[src/rtl/xmem_pkg.sv]
package xmem_pkg;

  typedef enum logic [1:0] {
    ST_IDLE  = 2'd0,
    ST_SETUP = 2'd1,
    ST_PULSE = 2'd2,
    ST_RECOV = 2'd3
  } xmem_state_e;

  function automatic int xmem_max3(input int a, input int b, input int c);
    int m;
    m = a;
    if (b > m) m = b;
    if (c > m) m = c;
    return m;
  endfunction

endpackage

[src/rtl/xmem_cycle_fsm.sv]
module xmem_cycle_fsm
  import xmem_pkg::*;
#(
  parameter int RD_SETUP  = 2,
  parameter int RD_PULSE  = 3,
  parameter int WR_SETUP  = 2,
  parameter int WR_PULSE  = 4,
  parameter int TURN_CLKS = 1
) (
  input  logic clk,
  input  logic rst,
  input  logic req_valid,
  input  logic req_write,
  output logic accept,
  output logic wr_q,
  output logic strobe_end,
  output logic in_recov,
  output logic cs_n,
  output logic oe_n,
  output logic we_n,
  output logic busy,
  output logic done
);

  localparam int CNT_MAX = xmem_max3(xmem_max3(RD_SETUP, RD_PULSE, WR_SETUP),
                                     WR_PULSE, TURN_CLKS);
  localparam int CNT_W   = (CNT_MAX < 2) ? 1 : $clog2(CNT_MAX);
  localparam logic [CNT_W-1:0] RS_LD = CNT_W'(RD_SETUP - 1);
  localparam logic [CNT_W-1:0] RP_LD = CNT_W'(RD_PULSE - 1);
  localparam logic [CNT_W-1:0] WS_LD = CNT_W'(WR_SETUP - 1);
  localparam logic [CNT_W-1:0] WP_LD = CNT_W'(WR_PULSE - 1);
  localparam logic [CNT_W-1:0] TR_LD = CNT_W'(TURN_CLKS - 1);

  xmem_state_e      state_q;
  logic [CNT_W-1:0] cnt_q;
  logic             cs_n_q, oe_n_q, we_n_q, busy_q, done_q, wr_r;
  logic             cnt_zero;

  assign cnt_zero   = (cnt_q == '0);
  assign accept     = (state_q == ST_IDLE) && req_valid;
  assign strobe_end = (state_q == ST_PULSE) && cnt_zero;
  assign in_recov   = (state_q == ST_RECOV);

  always_ff @(posedge clk) begin
    if (rst) begin
      state_q <= ST_IDLE;
      cnt_q   <= '0;
      cs_n_q  <= 1'b1;
      oe_n_q  <= 1'b1;
      we_n_q  <= 1'b1;
      busy_q  <= 1'b0;
      done_q  <= 1'b0;
      wr_r    <= 1'b0;
    end else begin
      done_q <= 1'b0;
      unique case (state_q)
        ST_IDLE: begin
          if (req_valid) begin
            state_q <= ST_SETUP;
            cnt_q   <= req_write ? WS_LD : RS_LD;
            wr_r    <= req_write;
            cs_n_q  <= 1'b0;
            busy_q  <= 1'b1;
          end
        end
        ST_SETUP: begin
          if (cnt_zero) begin
            state_q <= ST_PULSE;
            cnt_q   <= wr_r ? WP_LD : RP_LD;
            if (wr_r) we_n_q <= 1'b0;
            else      oe_n_q <= 1'b0;
          end else begin
            cnt_q <= cnt_q - 1'b1;
          end
        end
        ST_PULSE: begin
          if (cnt_zero) begin
            state_q <= ST_RECOV;
            cnt_q   <= TR_LD;
            cs_n_q  <= 1'b1;
            oe_n_q  <= 1'b1;
            we_n_q  <= 1'b1;
          end else begin
            cnt_q <= cnt_q - 1'b1;
          end
        end
        ST_RECOV: begin
          if (cnt_zero) begin
            state_q <= ST_IDLE;
            busy_q  <= 1'b0;
            done_q  <= 1'b1;
          end else begin
            cnt_q <= cnt_q - 1'b1;
          end
        end
        default: state_q <= ST_IDLE;
      endcase
    end
  end

  assign cs_n = cs_n_q;
  assign oe_n = oe_n_q;
  assign we_n = we_n_q;
  assign busy = busy_q;
  assign done = done_q;
  assign wr_q = wr_r;

  // strobes mutually exclusive and confined to select
  a_r8_strobes_exclusive: assert property (@(posedge clk) disable iff (rst)
    !(!oe_n_q && !we_n_q));
  a_r8_strobe_inside_select: assert property (@(posedge clk) disable iff (rst)
    (!oe_n_q || !we_n_q) |-> !cs_n_q);
  // done is a single-clock pulse, never overlapping busy
  a_r7_done_single: assert property (@(posedge clk) disable iff (rst)
    done_q |=> !done_q);
  a_r7_done_not_busy: assert property (@(posedge clk) disable iff (rst)
    done_q |-> !busy_q);
  // no acceptance while busy
  a_r2_no_accept_busy: assert property (@(posedge clk) disable iff (rst)
    busy_q |-> !accept);
  // select only falls after an accepted request
  a_r3_select_from_accept: assert property (@(posedge clk) disable iff (rst)
    $fell(cs_n_q) |-> $past(accept));

endmodule

[src/rtl/xmem_dq_path.sv]
module xmem_dq_path #(
  parameter int DATA_W = 16
) (
  input  logic              clk,
  input  logic              rst,
  input  logic              accept,
  input  logic              req_write,
  input  logic [DATA_W-1:0] req_wdata,
  input  logic              strobe_end,
  input  logic              wr_q,
  input  logic              in_recov,
  input  logic [DATA_W-1:0] dq_in,
  output logic              dq_oe,
  output logic [DATA_W-1:0] dq_out,
  output logic [DATA_W-1:0] rd_data
);

  logic              dq_oe_q;
  logic [DATA_W-1:0] dq_out_q;
  logic [DATA_W-1:0] rd_q;
  logic              rd_capture;

  assign rd_capture = strobe_end && !wr_q;

  always_ff @(posedge clk) begin
    if (rst) begin
      dq_oe_q  <= 1'b0;
      dq_out_q <= '0;
      rd_q     <= '0;
    end else begin
      if (accept && req_write) begin
        dq_oe_q  <= 1'b1;
        dq_out_q <= req_wdata;
      end else if (in_recov) begin
        dq_oe_q  <= 1'b0;
      end
      if (rd_capture) rd_q <= dq_in;
    end
  end

  assign dq_oe   = dq_oe_q;
  assign dq_out  = dq_out_q;
  assign rd_data = rd_q;

  // read data moves only at the end of a read pulse
  a_r10_rdata_hold: assert property (@(posedge clk) disable iff (rst)
    !$past(rd_capture) |-> $stable(rd_q));
  // bus released only from the turnaround state
  a_r6_release_in_turn: assert property (@(posedge clk) disable iff (rst)
    $fell(dq_oe_q) |-> $past(in_recov));

endmodule

[src/rtl/xmem_cycle_seq.sv]
module xmem_cycle_seq #(
  parameter int ADDR_W    = 23,
  parameter int DATA_W    = 16,
  parameter int RD_SETUP  = 2,
  parameter int RD_PULSE  = 3,
  parameter int WR_SETUP  = 2,
  parameter int WR_PULSE  = 4,
  parameter int TURN_CLKS = 1
) (
  input  logic              clk,
  input  logic              rst,
  input  logic              req_valid,
  input  logic              req_write,
  input  logic [ADDR_W-1:0] req_addr,
  input  logic [DATA_W-1:0] req_wdata,
  output logic              busy,
  output logic              done,
  output logic [DATA_W-1:0] rd_data,
  output logic [ADDR_W-1:0] mem_addr,
  output logic              mem_cs_n,
  output logic              mem_oe_n,
  output logic              mem_we_n,
  output logic [DATA_W-1:0] mem_dq_out,
  output logic              mem_dq_oe,
  input  logic [DATA_W-1:0] mem_dq_in
);

  logic accept, wr_q, strobe_end, in_recov;
  logic [ADDR_W-1:0] addr_q;

  xmem_cycle_fsm #(
    .RD_SETUP (RD_SETUP),
    .RD_PULSE (RD_PULSE),
    .WR_SETUP (WR_SETUP),
    .WR_PULSE (WR_PULSE),
    .TURN_CLKS(TURN_CLKS)
  ) u_fsm (
    .clk       (clk),
    .rst       (rst),
    .req_valid (req_valid),
    .req_write (req_write),
    .accept    (accept),
    .wr_q      (wr_q),
    .strobe_end(strobe_end),
    .in_recov  (in_recov),
    .cs_n      (mem_cs_n),
    .oe_n      (mem_oe_n),
    .we_n      (mem_we_n),
    .busy      (busy),
    .done      (done)
  );

  xmem_dq_path #(
    .DATA_W(DATA_W)
  ) u_dq (
    .clk       (clk),
    .rst       (rst),
    .accept    (accept),
    .req_write (req_write),
    .req_wdata (req_wdata),
    .strobe_end(strobe_end),
    .wr_q      (wr_q),
    .in_recov  (in_recov),
    .dq_in     (mem_dq_in),
    .dq_oe     (mem_dq_oe),
    .dq_out    (mem_dq_out),
    .rd_data   (rd_data)
  );

  always_ff @(posedge clk) begin
    if (rst)         addr_q <= '0;
    else if (accept) addr_q <= req_addr;
  end

  assign mem_addr = addr_q;

  // address steady while select is low
  a_r9_addr_stable: assert property (@(posedge clk) disable iff (rst)
    (!mem_cs_n && $past(!mem_cs_n)) |-> $stable(mem_addr));
  // never drive the bus while the device is asked to drive it
  a_r6_no_drive_on_read: assert property (@(posedge clk) disable iff (rst)
    !mem_oe_n |-> !mem_dq_oe);

endmodule

[config.mk]
export PLATFORM = sky130hd
export DESIGN_NAME = xmem_cycle_seq
export DESIGN_NICKNAME = d
export VERILOG_FILES = /design/src/rtl/xmem_pkg.sv /design/src/rtl/xmem_cycle_fsm.sv /design/src/rtl/xmem_dq_path.sv /design/src/rtl/xmem_cycle_seq.sv
export SDC_FILE = /design/constraint.sdc
export NUM_CORES = 1
export LEC_CHECK = 0
export ABC_AREA = 1
export BUFFER_PORTS_ARGS = -buffer_cell sky130_fd_sc_hd__buf_2
export CAP_MARGIN = 10
export CORE_MARGIN = 5
export CORE_UTILIZATION = 34
export CTS_BUF_LIST = sky130_fd_sc_hd__clkbuf_8
export CTS_CLUSTER_DIAMETER = 30
export CTS_CLUSTER_SIZE = 25
export DETAILED_ROUTE_END_ITERATION = 10
export PLACE_DENSITY = 0.7
export SLEW_MARGIN = 20
export SYNTH_ARGS = -nofsm -noshare
export SYNTH_HDL_FRONTEND = slang
export SYNTH_SLANG_ARGS = --single-unit
[constraint.sdc]
create_clock -name clk -period 3.56 [get_ports clk]
set_input_delay 0.178 -clock clk [delete_from_list [all_inputs] [get_ports clk]]
set_output_delay 0.178 -clock clk [all_outputs]
set_load 0.005 [all_outputs]
# --- Word level (Yosys, flattened, before mapping) ---
# Cells that the tools add are included.
word_totals:
  regBits: 66
  input_bits: 59
  wordCells: 68
classes:
  bitwise_logic: 1
  muxes: 25
  eq_ne: 10
  add_sub_neg: 1
  n_reduce_logical: 19
ops:
  columns: ["operator", "n"]
  rows:
  - ["2-bit one-hot mux with 4 select lines", 2]
  - ["2-bit 2-to-1 mux", 7]
  - ["1-bit 2-to-1 mux", 12]
  - ["4-bit AND reduction", 3]
  - ["2-bit by 1-bit inequality test with 1-bit output, second input constant", 4]
  - ["1-bit one-hot mux with 2 select lines", 4]
  - ["2-bit nonzero test", 4]
  - ["2-bit inequality test, second input constant", 3]
  - ["3-bit AND reduction", 2]
  - ["2-bit == test, second input constant", 2]
  - ["1-bit logical AND", 4]
  - ["2-bit zero test", 2]
  - ["2-bit AND reduction", 2]
  - ["2-bit by 1-bit == test with 1-bit output, second input constant", 1]
  - ["2-bit OR reduction", 1]
  - ["2-bit by 1-bit subtractor with 2-bit output, second input constant", 1]
  - ["1-bit zero test", 1]
  - ["1-bit NOT", 1]

# --- Logic depth before layout (Yosys ltp) ---
# Gate-level depths: netlist of run 1.
depth:
  word_depth: 4
  mapped_depth: 9

# --- Modules after synthesis ---
# From an unflattened synthesis of run 1, not the netlist that was laid out.
unflattened:
  hier_cells: 422
  hier_area_um2: 2976.6
by_module_without_submodules:
  columns: ["mod", "cells_per_inst", "seq_area_each_um2", "area_each_um2", "instances"]
  rows:
  - ["xmem_dq_path", 181, 660.6, 1336.3, 1]
  - ["xmem_cycle_seq", 146, 460.4, 962.2, 1]
  - ["xmem_cycle_fsm", 95, 200.2, 678.2, 1]

# --- Worst setup path before layout of run 1 ---
# No wires, ideal clock.
synth_path:
  kind: "register to register"
  start: "register u_fsm.state_q[0]"
  end: "register u_dq.rd_q[5], in the netlist u_dq.rd_data[5]"
  arrival_time_ns: 1.323
  t_required_ns: 3.496
  slack_ns: 2.172
  path_stages_with_launch: 10
  period_less_slack_ns: 1.388
  path_cell_list: "dfxtp_1 > inv_1 > ha_1 > buf_4 > nand2_2 > nor2_8 > inv_4 > buf_6 > nor2_2 > nor2_1"
synth_between:
  elab_chain_cells: 3
synth_rtl:
  columns: ["item", "line_no", "text"]
  rows:
  - ["start, declared", "xmem_cycle_fsm.sv:34", "xmem_state_e state_q;"]
  - ["start signal, assigned", "xmem_cycle_fsm.sv:46", "state_q <= ST_IDLE;"]
  - ["start signal, assigned", "xmem_cycle_fsm.sv:59", "state_q <= ST_SETUP;"]
  - ["start signal, assigned", "xmem_cycle_fsm.sv:68", "state_q <= ST_PULSE;"]
  - ["2-bit == test", "xmem_cycle_fsm.sv:41", "assign strobe_end = (state_q == ST_PULSE) && cnt_zero;"]
  - ["1-bit logical AND", "xmem_cycle_fsm.sv:41", null]
  - ["1-bit logical AND", "xmem_dq_path.sv:23", "assign rd_capture = strobe_end && !wr_q;"]
  - ["end signal, assigned", "xmem_dq_path.sv:37", "if (rd_capture) rd_q <= dq_in;"]
  - ["end, declared", "xmem_dq_path.sv:20", "logic [DATA_W-1:0] rd_q;"]
# No other way between the ends.
# A chain may end at the register's enable or synchronous reset.

# --- Worst setup path after layout of run 1 ---
layout_path:
  start: "register u_fsm.state_q[1]"
  end: "register u_dq.dq_out_q[6], in the netlist u_dq.dq_out[6]"
layout_between:
  elab_chain_cells: 3
layout_rtl:
  columns: ["item", "line_no", "text"]
  rows:
  - ["2-bit zero test", "xmem_cycle_fsm.sv:40", "assign accept = (state_q == ST_IDLE) && req_valid;"]
  - ["1-bit logical AND", "xmem_cycle_fsm.sv:40", null]
  - ["1-bit logical AND", "xmem_dq_path.sv:31", "if (accept && req_write) begin"]
  - ["end signal, assigned", "xmem_dq_path.sv:33", "dq_out_q <= req_wdata;"]
  - ["end, declared", "xmem_dq_path.sv:19", "logic [DATA_W-1:0] dq_out_q;"]
# No other way between the ends.

==> run metrics, run 1 <==
Placed Cells 545; syn avg cell area 7.79 um^2; count of pins over their slew limit 0; core footprint 7690 um^2; Leakage Power 0.00175 uW; critical path peak fanout 40; final setup fails 0; startpoint types flip-flop; Critical Path Stages 7; ant diodes 0; HPWL after DPL 4.89 mm; post-CTS resize count 0; top cell type's share of synthesized area 0.496; Via-to-Cell Ratio 4.54; Final TNS setup 0 ns; Mapped Cells 342; Final Non-Filler Cells 561; post-CTS setup buffer count 0; register area 1320 um^2; Max VDD drop 0.000296 V; critical path class flip-flop to flip-flop; RSZ-0062 raised after global routing false; crit-path cells inv_1, ha_1, nand2_2, inv_2, nand2_2, nand2_1, a21oi_1; Required @ worst endpoint 3.75 ns; fin crit share 0.621; hold crit path type input port to flip-flop; CTS tree built; TritonCTS Buffers 9; sequential share of the synthesized area 0.496; clock slew at reported path FFs 0.07 ns; clk_skew 0.00852 ns; Peak Freq 0.452 GHz; cell taking the most area after synthesis dfxtp_1; Post-CTS Hold Fix Bufs 0; distinct cell type count after synthesis 20; fillers 819; die width 98.5 um; Starting DRT DRC Count 84; net count after synthesis 412; crit end category flip-flop; status finished, final reports clean; DR DRC count 0; max_cap viols 0; Design Area, Final 3500 um^2; Cell Area, Synth 2660 um^2; commonest non-fill, non-tap cell in the layout buf_2; Worst Hold Depth 3; GRT Total Usage 0.141; Routed Antenna Nets 0; largest net degree at the start of global routing 45; PwrDens 760 nW/um^2; CP Data Arrival Time 2.40 ns; Worst path max stage delay 0.56 ns; vias 2546; Slew HR 0.578; total global routing overflow 0; top cells by area, synth dfxtp_1, nor2_1, nand2_1; CP delay by family, top simple AND/OR/NAND/NOR gates; slowest CP cell inv_2; final net count 524; clock buffer depth 2; Root Buffer clkbuf_8; initial antenna violation count 0; clock latency on the worst-skew pair 0.33 ns; slew of the pin with the lowest slew margin 0.633 ns; final hold vios 0; I/O pins 120; initial core utilization 0.346; WL final 6.67 mm; YS warnings 0; Synth-to-Final Area Change 31.5%; global-route wire length before repair 11.3 mm; die footprint 9700 um^2; R2R cell count 7; GPL Wtd Cong 0.851; die height 98.5 um; H-Tree Depth 3; number of port buffers 119; routed len/inst 11.9 um; critical path's most frequent cell nand2_2; Placement Rows 32; DRT Pass-1 Iters 4; post-synthesis register bit count 66; layout cells sized above 1 0.329; crit path time final 2.21 ns; vias in the first global route 2472; Multi-input gate area 1170 um^2; Post-DP Area 3280 um^2; most frequent cells in the layout buf_2, nor2_1, dfxtp_1; clk sinks 66; Crit path buffers/inverters 2
flip-flops by register name (all words and copies together) (netlist names):
register	count
u_dq.dq_oe	1
u_fsm.wr_q	1
u_dq.dq_out	16
u_fsm.we_n	1
u_fsm.busy	1
u_dq.rd_data	16
u_fsm.cs_n	1
u_fsm.state_q	2
u_fsm.cnt_q	2
u_fsm.done	1
u_fsm.oe_n	1
mem_addr	23
worst min-delay path, delay by kind of cell:
kind | cells | cell delay, ns
AND/OR/NAND/NOR | 2 | 0.11
buffers and inverters | 1 | 0.09
Yosys cell counts, drive strengths merged:
cell type	number
inv	18
ha	11
buf	11
nand3	20
o211ai	2
nand2	50
o21bai	1
o21ai	45
clkbuf	7
nor2	88
a21oi	23
dfxtp	66
metal layers:
metal | routed length, um | vias up | GRT usage
li1 | - | 1320 | -
met1 | 2900 | 1137 | 0.169
met2 | 3140 | 79 | 0.230
met3 | 505 | 10 | 0.0559
met4 | 118 | 0 | 0.0515
met5 | 0 | - | 0
path summary, 6_finish.rpt:
| check | start | endpoint | slack, ns |
|---|---|---|---|
| hold reg to reg | u_dq.dq_out[7] | u_dq.dq_out[7] | 0.46 |
| setup reg to reg | u_fsm.state_q[1] | u_dq.dq_out[6] | 1.35 |
| setup / recovery | u_fsm.state_q[1] | u_dq.dq_out[6] | 1.35 |
| hold / removal | mem_dq_in[6] | u_dq.rd_data[6] | 0.08 |
area by class of cell:
cell class	count	area share
clock buffer	10	0.0393
clock inverter	6	0.0232
inverter	18	0.0200
multi-input combinational	240	0.333
sequential	66	0.377
tap	102	0.0365
timing repair buffer	119	0.170
where the power goes:
group / switching, uW / internal (uW) / leakage, uW / total (uW)
registers: 111 / 933 / 0.000542 / 1040
clock network: 269 / 408 / 0.000113 / 678
logic: 571 / 367 / 0.00110 / 938
total: 951 / 1710 / 0.00175 / 2660
metrics by stage:
stage | util | hold WS, ns | total power, uW | setup WS (ns)
final | 0.455 | 0.0772 | 2660 | 1.35
after global routing | 0.455 | 0.0687 | 2910 | 1.02
after CTS | 0.455 | 0.0611 | 2710 | 1.31
after detailed placement | 0.427 | 0.410 | 2010 | 1.32
after global placement | 0.427 | 0.403 | 1990 | 1.40
after floorplan | - | 0.274 | 1710 | 2.17
kinds of logic after synthesis:
logic type      after synthesis  synth area share
simple gates                158             0.250
flops                        66             0.496
buf+inv                      36            0.0653
compound gates               71             0.136
fa+ha+maj                    11            0.0517
(Power assumes the default switching activity.)
==> inputs of run 2 (changes only) <==
--- a/config.mk
+++ b/config.mk
@@ -14,7 +14,7 @@
 export CTS_CLUSTER_DIAMETER = 30
 export CTS_CLUSTER_SIZE = 25
 export DETAILED_ROUTE_END_ITERATION = 10
-export PLACE_DENSITY = 0.7
+export PLACE_DENSITY = 0.72
 export SLEW_MARGIN = 20
 export SYNTH_ARGS = -nofsm -noshare
 export SYNTH_HDL_FRONTEND = slang
==> constraint.sdc (replaced) <==
create_clock -name clk -period 2 [get_ports clk]
set_input_delay 0.1 -clock clk [delete_from_list [all_inputs] [get_ports clk]]
set_output_delay 0.1 -clock clk [all_outputs]
set_load 0.005 [all_outputs]
==> run 2 against run 1 <==
Effect of this change:
- clock power grew 59%
- via count grew 3.0%
- combinational power grew 83%
==> run metrics, run 2 (synthesis results as in run 1) <==
status finished, final reports clean; Synth-to-Final Area Change 35.4%; critical path's most frequent cell nor2_1; Crit path buffers/inverters 2; routed len/inst 12.2 um; Multi-input gate area 1170 um^2; clock slew at reported path FFs 0.07 ns; Required @ worst endpoint 2.21 ns; post-CTS resize count 0; Via-to-Cell Ratio 4.58; Final TNS setup 0 ns; final net count 538; startpoint types flip-flop; max FFs per register 23; PwrDens 1290 nW/um^2; largest net degree at the start of global routing 45; Slew HR 0.711; I/O pins 120; Starting DRT DRC Count 69; Switching Fraction 0.362; switching pwr 1690 uW; DRT Pass-1 Iters 4; CP Data Arrival Time 1.91 ns; fin crit share 0.846; GPL Wtd Cong 0.804; Root Buffer clkbuf_8; Routed Antenna Nets 0; commonest non-fill, non-tap cell in the layout buf_2; HP Start mem_dq_in[11]; GRT Total Usage 0.143; initial core utilization 0.346; reg2reg end u_dq.rd_data[0]; Reg2Reg Setup Slack 0.31 ns; total global routing overflow 0; clock latency on the worst-skew pair 0.32 ns; Placement Rows 32; WL final 6.97 mm; Worst path max stage delay 0.36 ns; HPWL after DPL 4.97 mm; CTS tree built; vias in the first global route 2559; critical path peak fanout 17; Leakage Power 0.00180 uW; DR DRC count 0; register area 1320 um^2; slowest CP cell dfxtp_1; Flop pwr share 0.398; slew of the pin with the lowest slew margin 0.434 ns; most frequent cells in the layout buf_2, nor2_1, dfxtp_1; Comb power frac 0.370; max_cap viols 0; crit-path cells inv_1, ha_1, nand2_2, nor2_8, inv_4, nor2_1, nor2_1; final hold vios 0; core footprint 7690 um^2; initial antenna violation count 0; layout cells sized above 1 0.323; CP delay by family, top simple AND/OR/NAND/NOR gates; critical path class flip-flop to flip-flop; R2R cell count 7; vias 2622; TritonCTS Buffers 9; crit path time final 1.69 ns; hold crit path type input port to flip-flop; post-CTS setup buffer count 0; number of port buffers 119; H-Tree Depth 3; Clk pwr share 0.232; die height 98.5 um; global-route wire length before repair 11.4 mm; launching point of the worst reg2reg path u_fsm.state_q[0]; Hold Path Sink u_dq.rd_data[11]; Worst Hold Depth 3; RSZ-0062 raised after global routing false; clk_skew 0.00683 ns; fillers 769; die width 98.5 um; die footprint 9700 um^2; Int Pwr 2980 uW; Max VDD drop 0.000525 V; clk sinks 66; clock buffer depth 2; crit end category flip-flop; Fin Hold WS 0.0163 ns; ant diodes 0; final setup fails 0; count of pins over their slew limit 0; Peak Freq 0.591 GHz; Post-CTS Hold Fix Bufs 11
-- run 2: cell count changes in the layout (fill, tap and decap cells not counted), sizes merged --
cell,before,now
inv,19,18
buf,119,122
dlygate4sd3,0,11
clkbuf,10,11
bufinv,2,1
clkinvlp,1,0
-- run 2: layout make-up --
| type | instances | share of cell area |
|---|---|---|
| Clock buffer | 11 | 0.0420 |
| Clock inverter | 3 | 0.0111 |
| Inverter | 18 | 0.0194 |
| Multi-Input combinational cell | 240 | 0.324 |
| Sequential cell | 66 | 0.366 |
| Tap cell | 102 | 0.0354 |
| Timing Repair Buffer | 133 | 0.202 |
-- run 2: how the worst max path moves through the flow --
stage / start / endpoint / slack, ns / depth (start not counted)
after floorplan: u_fsm.state_q[0] / u_dq.rd_data[5] / 0.61 / 9
after global placement: u_fsm.state_q[0] / u_dq.rd_data[4] / 0.35 / 7
after detailed placement: u_fsm.state_q[0] / u_dq.rd_data[2] / 0.31 / 7
after CTS: u_fsm.state_q[0] / u_dq.rd_data[2] / 0.30 / 7
after global routing: u_fsm.state_q[1] / u_dq.dq_out[13] / 0.15 / 7
final: u_fsm.state_q[0] / u_dq.rd_data[0] / 0.31 / 7
-- run 2: tightest hold or removal path, delay by kind of cell --
family        cells  cell delay (ns)
buf+inv           1             0.08
simple gates      2             0.12
-- run 2: routing by layer --
metal | vias up | GRT usage | share of wire
li1 | 1347 | - | -
met1 | 1169 | 0.154 | 0.42
met2 | 95 | 0.259 | 0.49
met3 | 11 | 0.0495 | 0.076
met4 | 0 | 0.0483 | 0.014
met5 | - | 0 | 0
-- run 2: through the flow --
stage | total power [uW] | instance area, um^2 | std cells | worst slack [ns] | utilization
2_1_floorplan | 3040 | 2660 | 342 | 0.612 | -
3_5_place_dp | 3600 | 3300 | 548 | 0.311 | 0.430
6_report | 4670 | 3610 | 573 | 0.309 | 0.469
5_1_grt | 5090 | 3610 | 573 | 0.146 | 0.469
4_1_cts | 4730 | 3610 | 573 | 0.297 | 0.469
3_3_place_gp | 3570 | 3300 | 548 | 0.351 | 0.430
-- run 2: power groups by stage --
stage          combinational, uW  sequential, uW  clock [uW]
2_1_floorplan               1150            1900           0
3_3_place_gp                1700            1870           0
3_5_place_dp                1720            1880           0
4_1_cts                     1750            1860        1130
5_1_grt                     2000            1900        1190
6_report                    1720            1860        1080
